`src/rtl/sbus_pkg.sv`:
```
package sbus_pkg;
  // Bus phase of the master; T3 is the phase in which data is exchanged.
  typedef enum logic [2:0] {
    PH_IDLE,
    PH_T1,
    PH_T2,
    PH_TW,
    PH_T3,
    PH_GAP
  } phase_t;
endpackage

```
`src/rtl/sbus_req_slot.sv`:
```
module sbus_req_slot #(
  parameter int AW = 16,
  parameter int DW = 32
) (
  input  logic          clk,
  input  logic          rst,
  input  logic          req_valid,
  input  logic          req_write,
  input  logic [AW-1:0] req_addr,
  input  logic [DW-1:0] req_wdata,
  input  logic          take,
  output logic          full,
  output logic          slot_write,
  output logic [AW-1:0] slot_addr,
  output logic [DW-1:0] slot_wdata
);
  logic accept;
  assign accept = req_valid && !full;

  always_ff @(posedge clk) begin
    if (rst) begin
      full <= 1'b0;
    end else if (accept) begin
      full <= 1'b1;
    end else if (take) begin
      full <= 1'b0;
    end
  end

  always_ff @(posedge clk) begin
    if (rst) begin
      slot_write <= 1'b0;
      slot_addr  <= '0;
      slot_wdata <= '0;
    end else if (accept) begin
      slot_write <= req_write;
      slot_addr  <= req_addr;
      slot_wdata <= req_wdata;
    end
  end
endmodule

```
`src/rtl/sbus_phase_fsm.sv`:
```
module sbus_phase_fsm
  import sbus_pkg::*;
(
  input  logic   clk,
  input  logic   rst,
  input  logic   pending,
  input  logic   bus_wait,
  output phase_t phase,
  output logic   launch,
  output logic   finish
);
  phase_t phase_nx;

  assign launch = pending && ((phase == PH_IDLE) || (phase == PH_GAP));
  assign finish = (phase == PH_T3);

  always_comb begin
    phase_nx = phase;
    case (phase)
      PH_IDLE: phase_nx = launch ? PH_T1 : PH_IDLE;
      PH_T1:   phase_nx = PH_T2;
      PH_T2:   phase_nx = bus_wait ? PH_TW : PH_T3;
      PH_TW:   phase_nx = bus_wait ? PH_TW : PH_T3;
      PH_T3:   phase_nx = PH_GAP;
      PH_GAP:  phase_nx = launch ? PH_T1 : PH_IDLE;
      default: phase_nx = PH_IDLE;
    endcase
  end

  always_ff @(posedge clk) begin
    if (rst) phase <= PH_IDLE;
    else     phase <= phase_nx;
  end
endmodule

```
`src/rtl/sbus_bus_drive.sv`:
```
module sbus_bus_drive #(
  parameter int AW = 16,
  parameter int DW = 32
) (
  input  logic          clk,
  input  logic          rst,
  input  logic          launch,
  input  logic          finish,
  input  logic          slot_write,
  input  logic [AW-1:0] slot_addr,
  input  logic [DW-1:0] slot_wdata,
  input  logic [DW-1:0] bus_din,
  output logic [AW-1:0] bus_addr,
  output logic          bus_as,
  output logic          bus_rw,
  output logic [DW-1:0] bus_dout,
  output logic          bus_doe,
  output logic          done,
  output logic [DW-1:0] rdata
);
  always_ff @(posedge clk) begin
    if (rst) begin
      bus_addr <= '0;
      bus_as   <= 1'b0;
      bus_rw   <= 1'b1;
      bus_dout <= '0;
      bus_doe  <= 1'b0;
    end else if (launch) begin
      bus_addr <= slot_addr;
      bus_as   <= 1'b1;
      bus_rw   <= !slot_write;
      bus_dout <= slot_wdata;
      bus_doe  <= slot_write;
    end else if (finish) begin
      bus_as   <= 1'b0;
      bus_doe  <= 1'b0;
    end
  end

  always_ff @(posedge clk) begin
    if (rst) begin
      done  <= 1'b0;
      rdata <= '0;
    end else begin
      done <= finish;
      if (finish && bus_rw) rdata <= bus_din;
    end
  end
endmodule

```
`src/rtl/sbus_master.sv`:
```
module sbus_master #(
  parameter int AW = 16,
  parameter int DW = 32
) (
  input  logic          clk,
  input  logic          rst,
  input  logic          req_valid,
  input  logic          req_write,
  input  logic [AW-1:0] req_addr,
  input  logic [DW-1:0] req_wdata,
  output logic          req_busy,
  output logic          done,
  output logic [DW-1:0] rdata,
  output logic [AW-1:0] bus_addr,
  output logic          bus_as,
  output logic          bus_rw,
  output logic [DW-1:0] bus_dout,
  output logic          bus_doe,
  input  logic [DW-1:0] bus_din,
  input  logic          bus_wait
);
  import sbus_pkg::*;

  logic          full;
  logic          launch;
  logic          finish;
  logic          slot_write;
  logic [AW-1:0] slot_addr;
  logic [DW-1:0] slot_wdata;
  phase_t        phase;

  sbus_req_slot #(.AW(AW), .DW(DW)) u_slot (
    .clk        (clk),
    .rst        (rst),
    .req_valid  (req_valid),
    .req_write  (req_write),
    .req_addr   (req_addr),
    .req_wdata  (req_wdata),
    .take       (launch),
    .full       (full),
    .slot_write (slot_write),
    .slot_addr  (slot_addr),
    .slot_wdata (slot_wdata)
  );

  sbus_phase_fsm u_fsm (
    .clk      (clk),
    .rst      (rst),
    .pending  (full),
    .bus_wait (bus_wait),
    .phase    (phase),
    .launch   (launch),
    .finish   (finish)
  );

  sbus_bus_drive #(.AW(AW), .DW(DW)) u_drive (
    .clk        (clk),
    .rst        (rst),
    .launch     (launch),
    .finish     (finish),
    .slot_write (slot_write),
    .slot_addr  (slot_addr),
    .slot_wdata (slot_wdata),
    .bus_din    (bus_din),
    .bus_addr   (bus_addr),
    .bus_as     (bus_as),
    .bus_rw     (bus_rw),
    .bus_dout   (bus_dout),
    .bus_doe    (bus_doe),
    .done       (done),
    .rdata      (rdata)
  );

  assign req_busy = full;
endmodule

```
`config.mk`:
```
export PLATFORM = sky130hd
export DESIGN_NAME = sbus_master
export DESIGN_NICKNAME = d
export VERILOG_FILES = /design/src/rtl/sbus_pkg.sv /design/src/rtl/sbus_req_slot.sv /design/src/rtl/sbus_phase_fsm.sv /design/src/rtl/sbus_bus_drive.sv /design/src/rtl/sbus_master.sv
export SDC_FILE = /design/constraint.sdc
export NUM_CORES = 1
export LEC_CHECK = 0
export ABC_CLOCK_PERIOD_IN_PS = 1550
export BUFFER_PORTS_ARGS = -buffer_cell sky130_fd_sc_hd__clkbuf_2
export CORE_UTILIZATION = 51
export DETAILED_ROUTE_END_ITERATION = 16
export PLACE_DENSITY = 0.89
export SYNTH_ARGS = -nofsm -noshare
export SYNTH_HDL_FRONTEND = slang
export SYNTH_SLANG_ARGS = --single-unit
```
`constraint.sdc`:
```
create_clock -name clk -period 1.55 [get_ports clk]
set_input_delay 0.155 -clock clk [delete_from_list [all_inputs] [get_ports clk]]
set_output_delay 0.155 -clock clk [all_outputs]
set_load 0.05 [all_outputs]
```
==> run metrics, run 1 <==
outcome=complete, no violations; total power=9.19 mW; clk root buf=clkbuf_8; crit path cell chain=nand2b_2 -> and3_4 -> buf_12 -> mux2i_1; initial antenna violation count=1; CP startpoint kind=flip-flop; Slew HR=77.2%; Layout Utilization=75.8%; Area Growth Syn to Fin=42.7%; layer with the highest usage=met2; CP Class=flip-flop to flip-flop; core area=0.0105 mm2; Die W=106 um; Ys Warns=0; fraction of layout cells with a size suffix above 1=32.9%; Post-DP HPWL=8340 um; final hold violations=0; Num CTS Buffers=17; pin count of the biggest net entering global routing=79; I/O Buffers=169; Routed WL=14,600 um; largest fanout on the critical path=28; I/O Pins=170; CTS tree=yes; GPL Wtd Cong=0.790; Finished Layout Cells=993; Buf+Inv Stages, Crit Path=1; Initial Util=53.1%; Reg clk slew, reported paths=60 ps; # rows=37; syn_nets=684; Leak=3.25 nW; syn_area_per_cell=9.28 um2; grt ovf=0; met1 Use GR=29.2%; post-synthesis cell area=0.00556 mm2; most common cell after layout, fill and taps aside=clkbuf_2; Residual DRC=0; Slowest cell on crit path=dfxtp_1; Total GRT Usage=26.9%; CP Capture Type=flip-flop; Worst Path Required=1980 ps; count of different cell masters after synthesis=25; most frequent cells in the layout=clkbuf_2, dfxtp_1, nand2_1; DR WL/cell=14.7 um; DIE HEIGHT=106 um; die area=0.0113 mm2; Post-CTS Setup Inserts=0; Final #Nets=927; via count=4,949; arrival time at the worst endpoint=1850 ps; clk_skew=12.9 ps; clk_lat worst skew=520 ps; fmax=707 MHz; setup tns final=0 ps; Worst path max stage delay=420 ps; minimum clock period=1410 ps; DRT Pass-1 Iters=4; RSZ-0062 raised after global routing=false; DP Cell Count=875; Tcrit/Tclk final=91.3%; H-Tree Depth=4; power density over the cells=1160 mW/mm2; DRT iter0 DRCs=266; Sink Count=137; grt met2 use=47.6%; register area share after synthesis=49.3%; crit-path leading delay family=simple AND/OR/NAND/NOR gates; final slew viol count=0; Cells after Synth=599; first-pass GRT wire length=23,700 um; post-DR vias/cell=4.98; Max Cap Violations=0; Least-Margin Pin Slew=342 ps; Setup-failing EPs final=0; clk buf depth=2; flop and latch count out of synthesis=137; Min-Delay Path Class=primary input to flip-flop; Post-DRT Antenna Nets=0; Worst VDD drop=0.757 mV; global routing usage on met3=6.93%; vias in the first global route=5,084
-- per-stage QoR --
step                hold slack (ps)  setup WS [ps]  cell area, um2
floorplan                       282            113            5560
global placement                377            230            6470
detailed placement              384            124            6470
CTS                             387            108            7930
global route                    396           40.9            7930
finish                          413            135            7930
-- flip-flops by register name (all words and copies together), names as in the netlist --
| name | count |
|---|---|
| u_drive.bus_addr | 16 |
| u_fsm.phase | 3 |
| u_slot.slot_write | 1 |
| u_slot.slot_wdata | 32 |
| u_slot.slot_addr | 16 |
| u_drive.done | 1 |
| u_slot.full | 1 |
| u_drive.bus_as | 1 |
| u_drive.bus_rw | 1 |
| u_drive.bus_dout | 32 |
| u_drive.bus_doe | 1 |
| u_drive.rdata | 32 |
-- worst register-to-register path, delay by kind of cell (launching register included) --
| kind | cells | cell delay [ps] |
|---|---|---|
| simple gates | 2 | 430 |
| buf+inv | 1 | 230 |
| flops | 1 | 420 |
| mux | 1 | 250 |
-- where the power goes --
| group | internal (mW) | switching [mW] |
|---|---|---|
| Sequential | 3.68 | 0.0918 |
| Clock | 2.74 | 1.40 |
| Combinational | 0.551 | 0.722 |
-- worst paths after layout --
| check | from | cells after the start | slack (ps) | to |
|---|---|---|---|---|
| worst min-delay path | bus_din[20] | 4 | 410 | u_drive.rdata[20] |
| worst max-delay path | u_fsm.phase[2] | 4 | 140 | u_drive.bus_addr[6] |
| worst min register to register | u_slot.slot_wdata[27] | 2 | 460 | u_slot.slot_wdata[27] |
| worst max register to register | u_fsm.phase[2] | 4 | 140 | u_drive.bus_addr[6] |
-- cell families after synthesis --
group / share of synthesized area (%)
flops: 49.3
mux: 9.00
buf+inv: 6.12
compound gates: 9.88
simple gates: 25.7
-- Yosys cell counts (all sizes together) --
cell type | count | share of area, %
clkbuf | 16 | 1.1
nand2b | 99 | 11
mux2i | 50 | 9.0
nand4bb | 1 | 0.20
nor2 | 6 | 0.41
or2 | 1 | 0.11
dfxtp | 137 | 49
and2 | 1 | 0.11
nand3b | 1 | 0.14
buf | 29 | 5.0
nand2 | 164 | 12
nor3 | 3 | 0.36
a21oi | 84 | 9.6
nor2b | 3 | 0.38
nor4bb | 1 | 0.18
a31oi | 1 | 0.11
a2111oi | 1 | 0.18
and3 | 1 | 0.20
-- area by class of cell --
| cell class | instances | area, um2 |
|---|---|---|
| multi-input cells | 417 | 2500 |
| clock inverters | 7 | 139 |
| diodes | 2 | 5.00 |
| well taps | 136 | 170 |
| repair buffers | 269 | 1900 |
| clock buffers | 25 | 474 |
| flip-flops and latches | 137 | 2740 |
| fillers | 707 | 2530 |
-- timing repair --
action / 4_1_cts / 5_1_grt
resized for setup: 0 / 1
setup endpoints to repair: 0 / 2
hold buffers: 84 / 0
hold endpoints to repair: 85 / 0
-- per-layer routing --
layer	vias up	part of all wire [%]
li1	2424	-
met4	0	3.1
met5	-	0
met2	184	52
met1	2292	40
met3	49	5.2
Note: power is estimated with default switching activity, not from simulation.
==> inputs of run 2 (changes only) <==
--- a/config.mk
+++ b/config.mk
@@ -5,11 +5,12 @@
 export SDC_FILE = /design/constraint.sdc
 export NUM_CORES = 1
 export LEC_CHECK = 0
-export ABC_CLOCK_PERIOD_IN_PS = 1550
+export ABC_CLOCK_PERIOD_IN_PS = 1300
 export BUFFER_PORTS_ARGS = -buffer_cell sky130_fd_sc_hd__clkbuf_2
-export CORE_UTILIZATION = 51
+export CORE_UTILIZATION = 46
 export DETAILED_ROUTE_END_ITERATION = 16
-export PLACE_DENSITY = 0.89
+export PLACE_DENSITY = 0.85
 export SYNTH_ARGS = -nofsm -noshare
 export SYNTH_HDL_FRONTEND = slang
+export SYNTH_HIERARCHICAL = 1
 export SYNTH_SLANG_ARGS = --single-unit
==> constraint.sdc (replaced) <==
create_clock -name clk -period 1.3 [get_ports clk]
set_input_delay 0.13 -clock clk [delete_from_list [all_inputs] [get_ports clk]]
set_output_delay 0.13 -clock clk [all_outputs]
set_load 0.05 [all_outputs]
==> run metrics, run 2 <==
Synth top area share=48.5% (-0.83 points); post-DR vias/cell=5.36 (+7.5%); H-Tree Depth=4 (unchanged); Switching Share=24.0% (-0.10 points); Psw=2.82 mW (+27%); number of synthesized flops with an enable pin=0 (unchanged); Highest Signal Layer=met4; met3 wire length=1150 um (+53%); clk buf depth=2 (unchanged); cell with the most instances after synthesis=dfxtp_1; prevailing post-synth register cell=dfxtp_1; Tcrit/Tclk final=119% (+28 points); cell taking the most area after synthesis=dfxtp_1; first-pass GRT wire length=25,100 um (+5.9%); vias in the first global route=5,283 (+3.9%); flop and latch count out of synthesis=137 (unchanged); Residual DRC=0 (unchanged); Slew HR=71.0% (-6.2 points); initial antenna violation count=0 (-1); RSZ-0062 raised after global routing=true; syn_area_per_cell=10.2 um2 (+10%); Ant. Diodes=0 (-2); Top Registers=u_drive/bus_dout: 32 flops, u_drive/rdata: 32 flops, u_slot/slot_wdata: 32 flops; Area Growth Syn to Fin=54.1%; arrival time at the worst endpoint=1850 ps (about the same); CP Class=flip-flop to flip-flop; final hold violations=0 (unchanged); outcome=complete, but fails checks; WL met1=6950 um (+20%); CP startpoint kind=flip-flop; clk root buf=clkbuf_16; top post-synthesis cells by area=dfxtp_1, nand4bb_1, mux2i_1; Setup-failing EPs final=84 (+84); clk_skew=7.44 ps (-5.51 ps); die area=0.0127 mm2 (+13%); Post-DP HPWL=8440 um (+1.2%); Critical Path Start=u_fsm/phase[0]; Leak=3.60 nW (+11%); # rows=40 (+8.1%); Num CTS Buffers=17 (unchanged); Total GRT Usage=25.1% (-1.7 points); Synth top cells by count=dfxtp_1, nand2b_1, mux2i_1, nand4bb_1, nor2_1; Final #Nets=889 (-4.1%); Reg clk slew, reported paths=60 ps (about the same); Worst VDD drop=0.975 mV (+29%); Reg power frac=38.4% (-2.6 points); I/O Pins=170 (unchanged); DRT iter0 DRCs=355 (+33%); power density over the cells=1350 mW/mm2 (+16%); CP Capture Type=flip-flop; setup tns final=-14,030 ps (-14,030 ps); violated checks=setup timing; final slew viol count=0 (unchanged); Sink Count=137 (unchanged); CTS tree=yes; Min-Delay Path Class=primary input to flip-flop; DR WL/cell=17.5 um (+19%); grt ovf=0 (unchanged); Int Power=8.92 mW (+28%); clock network power share=45.1% (about the same); pin count of the biggest net entering global routing=52 (-34%); core area=0.0120 mm2 (+15%); final hold slack=27.3 ps (-386 ps); hold path startpoint=req_addr[11]; most common cell after layout, fill and taps aside=clkbuf_2; Initial Util=47.1% (-6.1 points); WL met2=8510 um (+13%); DIE HEIGHT=113 um (+6.1%); fin worst setup slack=-253 ps (-389 ps); Ys Warns=6 (+6); GPL Wtd Cong=0.739 (-6.5%); clk_lat worst skew=410 ps (-110 ps); Cells after Synth=554 (-7.5%); largest fanout on the critical path=7 (-75%); Routed WL=16,900 um (+16%); syn_nets=639 (-6.6%); Least-Margin Pin Slew=435 ps (+93.3 ps); combinational share of power=16.5% (+2.6 points); post-synthesis cell area=0.00565 mm2 (+1.7%); I/O Buffers=169 (unchanged); Worst Path Required=1600 ps (-380 ps); ys async rst share=0% (unchanged); register area share after synthesis=48.5% (-0.83 points); most frequent cells in the layout=clkbuf_2, dfxtp_1, dlygate4sd3_1; fmax=644 MHz (-8.9%); via count=5,164 (+4.3%); Post-DRT Antenna Nets=0 (unchanged); fraction of layout cells with a size suffix above 1=35.5% (+2.6 points); count of different cell masters after synthesis=34 (+36%); Die W=113 um (+6.1%); Max Cap Violations=0 (unchanged); total power=11.7 mW (+28%); DRT Pass-1 Iters=5 (+1); minimum clock period=1550 ps (+139 ps); Crit Reg-Reg Startpoint=u_fsm/phase[0]
-- run 2: cell count changes after synthesis, sizes merged, moves of 2 or more --
cell	delta
nor2	+43
nor3	-2
nand2b	-48
o21ai	+49
nand3	+32
nor3b	+3
nand4bb	+48
a21oi	-49
a21bo	+32
clkbuf	+11
nand2	-163
-- run 2: per-stage QoR --
step | std cells | cell area [um2] | util [%] | worst slack (ps)
finish | 964 | 8710 | 72.5 | -253
CTS | 955 | 8450 | 70.3 | -178
global placement | 835 | 6710 | 55.9 | -150
global route | 964 | 8710 | 72.5 | -306
detailed placement | 835 | 6710 | 55.9 | -232
floorplan | 554 | 5710 | - | -86.4
-- run 2: worst max-delay path, cell delays in order, from the launching register on --
cell and delay (ps):
dfxtp_4 350, xor2_2 190, nor3b_4 200, buf_6 230
buf_16 160, mux2i_1 240, nor2_1 70
-- run 2: final cells by class --
class | count | area (um2)
fill | 784 | 3300
sequential | 137 | 2760
multi-input combinational | 361 | 2740
timing repair buffer | 286 | 2370
clock buffer | 26 | 531
tap | 147 | 184
clock inverter | 6 | 130
inverter | 1 | 3.75
-- run 2: repair_timing --
action | 4_1_cts | 5_1_grt
hold buffers | 76 | 0
pin swaps | 10 | 13
cloned | 7 | 7
gates resized for setup | 25 | 22
setup endpoints to repair | 86 | 86
endpoints found under the hold margin | 76 | 0
buffers inserted | 6 | 3
-- run 2: final timing paths --
path	endpoint	slack, ps	cells after the start
hold reg to reg	u_slot/slot_wdata[24]	470	2
setup / recovery	u_drive/bus_addr[4]	-250	6
hold / removal	u_slot/slot_addr[11]	30	3
setup reg to reg	u_drive/bus_addr[4]	-250	6
-- run 2: logic make-up after synthesis --
family          count (synthesis)  share of synthesized area (%)
simple gates                  190                           22.7
xor+xnor                        1                          0.155
compound gates                121                           14.6
mux                            49                           8.67
flops                         137                           48.5
buf+inv                        56                           5.33
-- run 2: routing by layer --
| layer | global-route usage, % | up-vias |
|---|---|---|
| li1 | - | 2451 |
| met1 | 27.1 | 2445 |
| met2 | 45.6 | 239 |
| met3 | 7.02 | 29 |
| met4 | 11.7 | 0 |
| met5 | 0 | - |
-- run 2: power by group through the flow --
stage | Clock [mW] | Sequential (mW) | Combinational (mW)
final | 5.30 | 4.51 | 1.94
after global routing | 5.58 | 4.52 | 2.03
after CTS | 5.38 | 4.49 | 1.74
after detailed placement | 0 | 4.59 | 1.38
after global placement | 0 | 4.57 | 1.34
after floorplan | 0 | 4.85 | 0.730
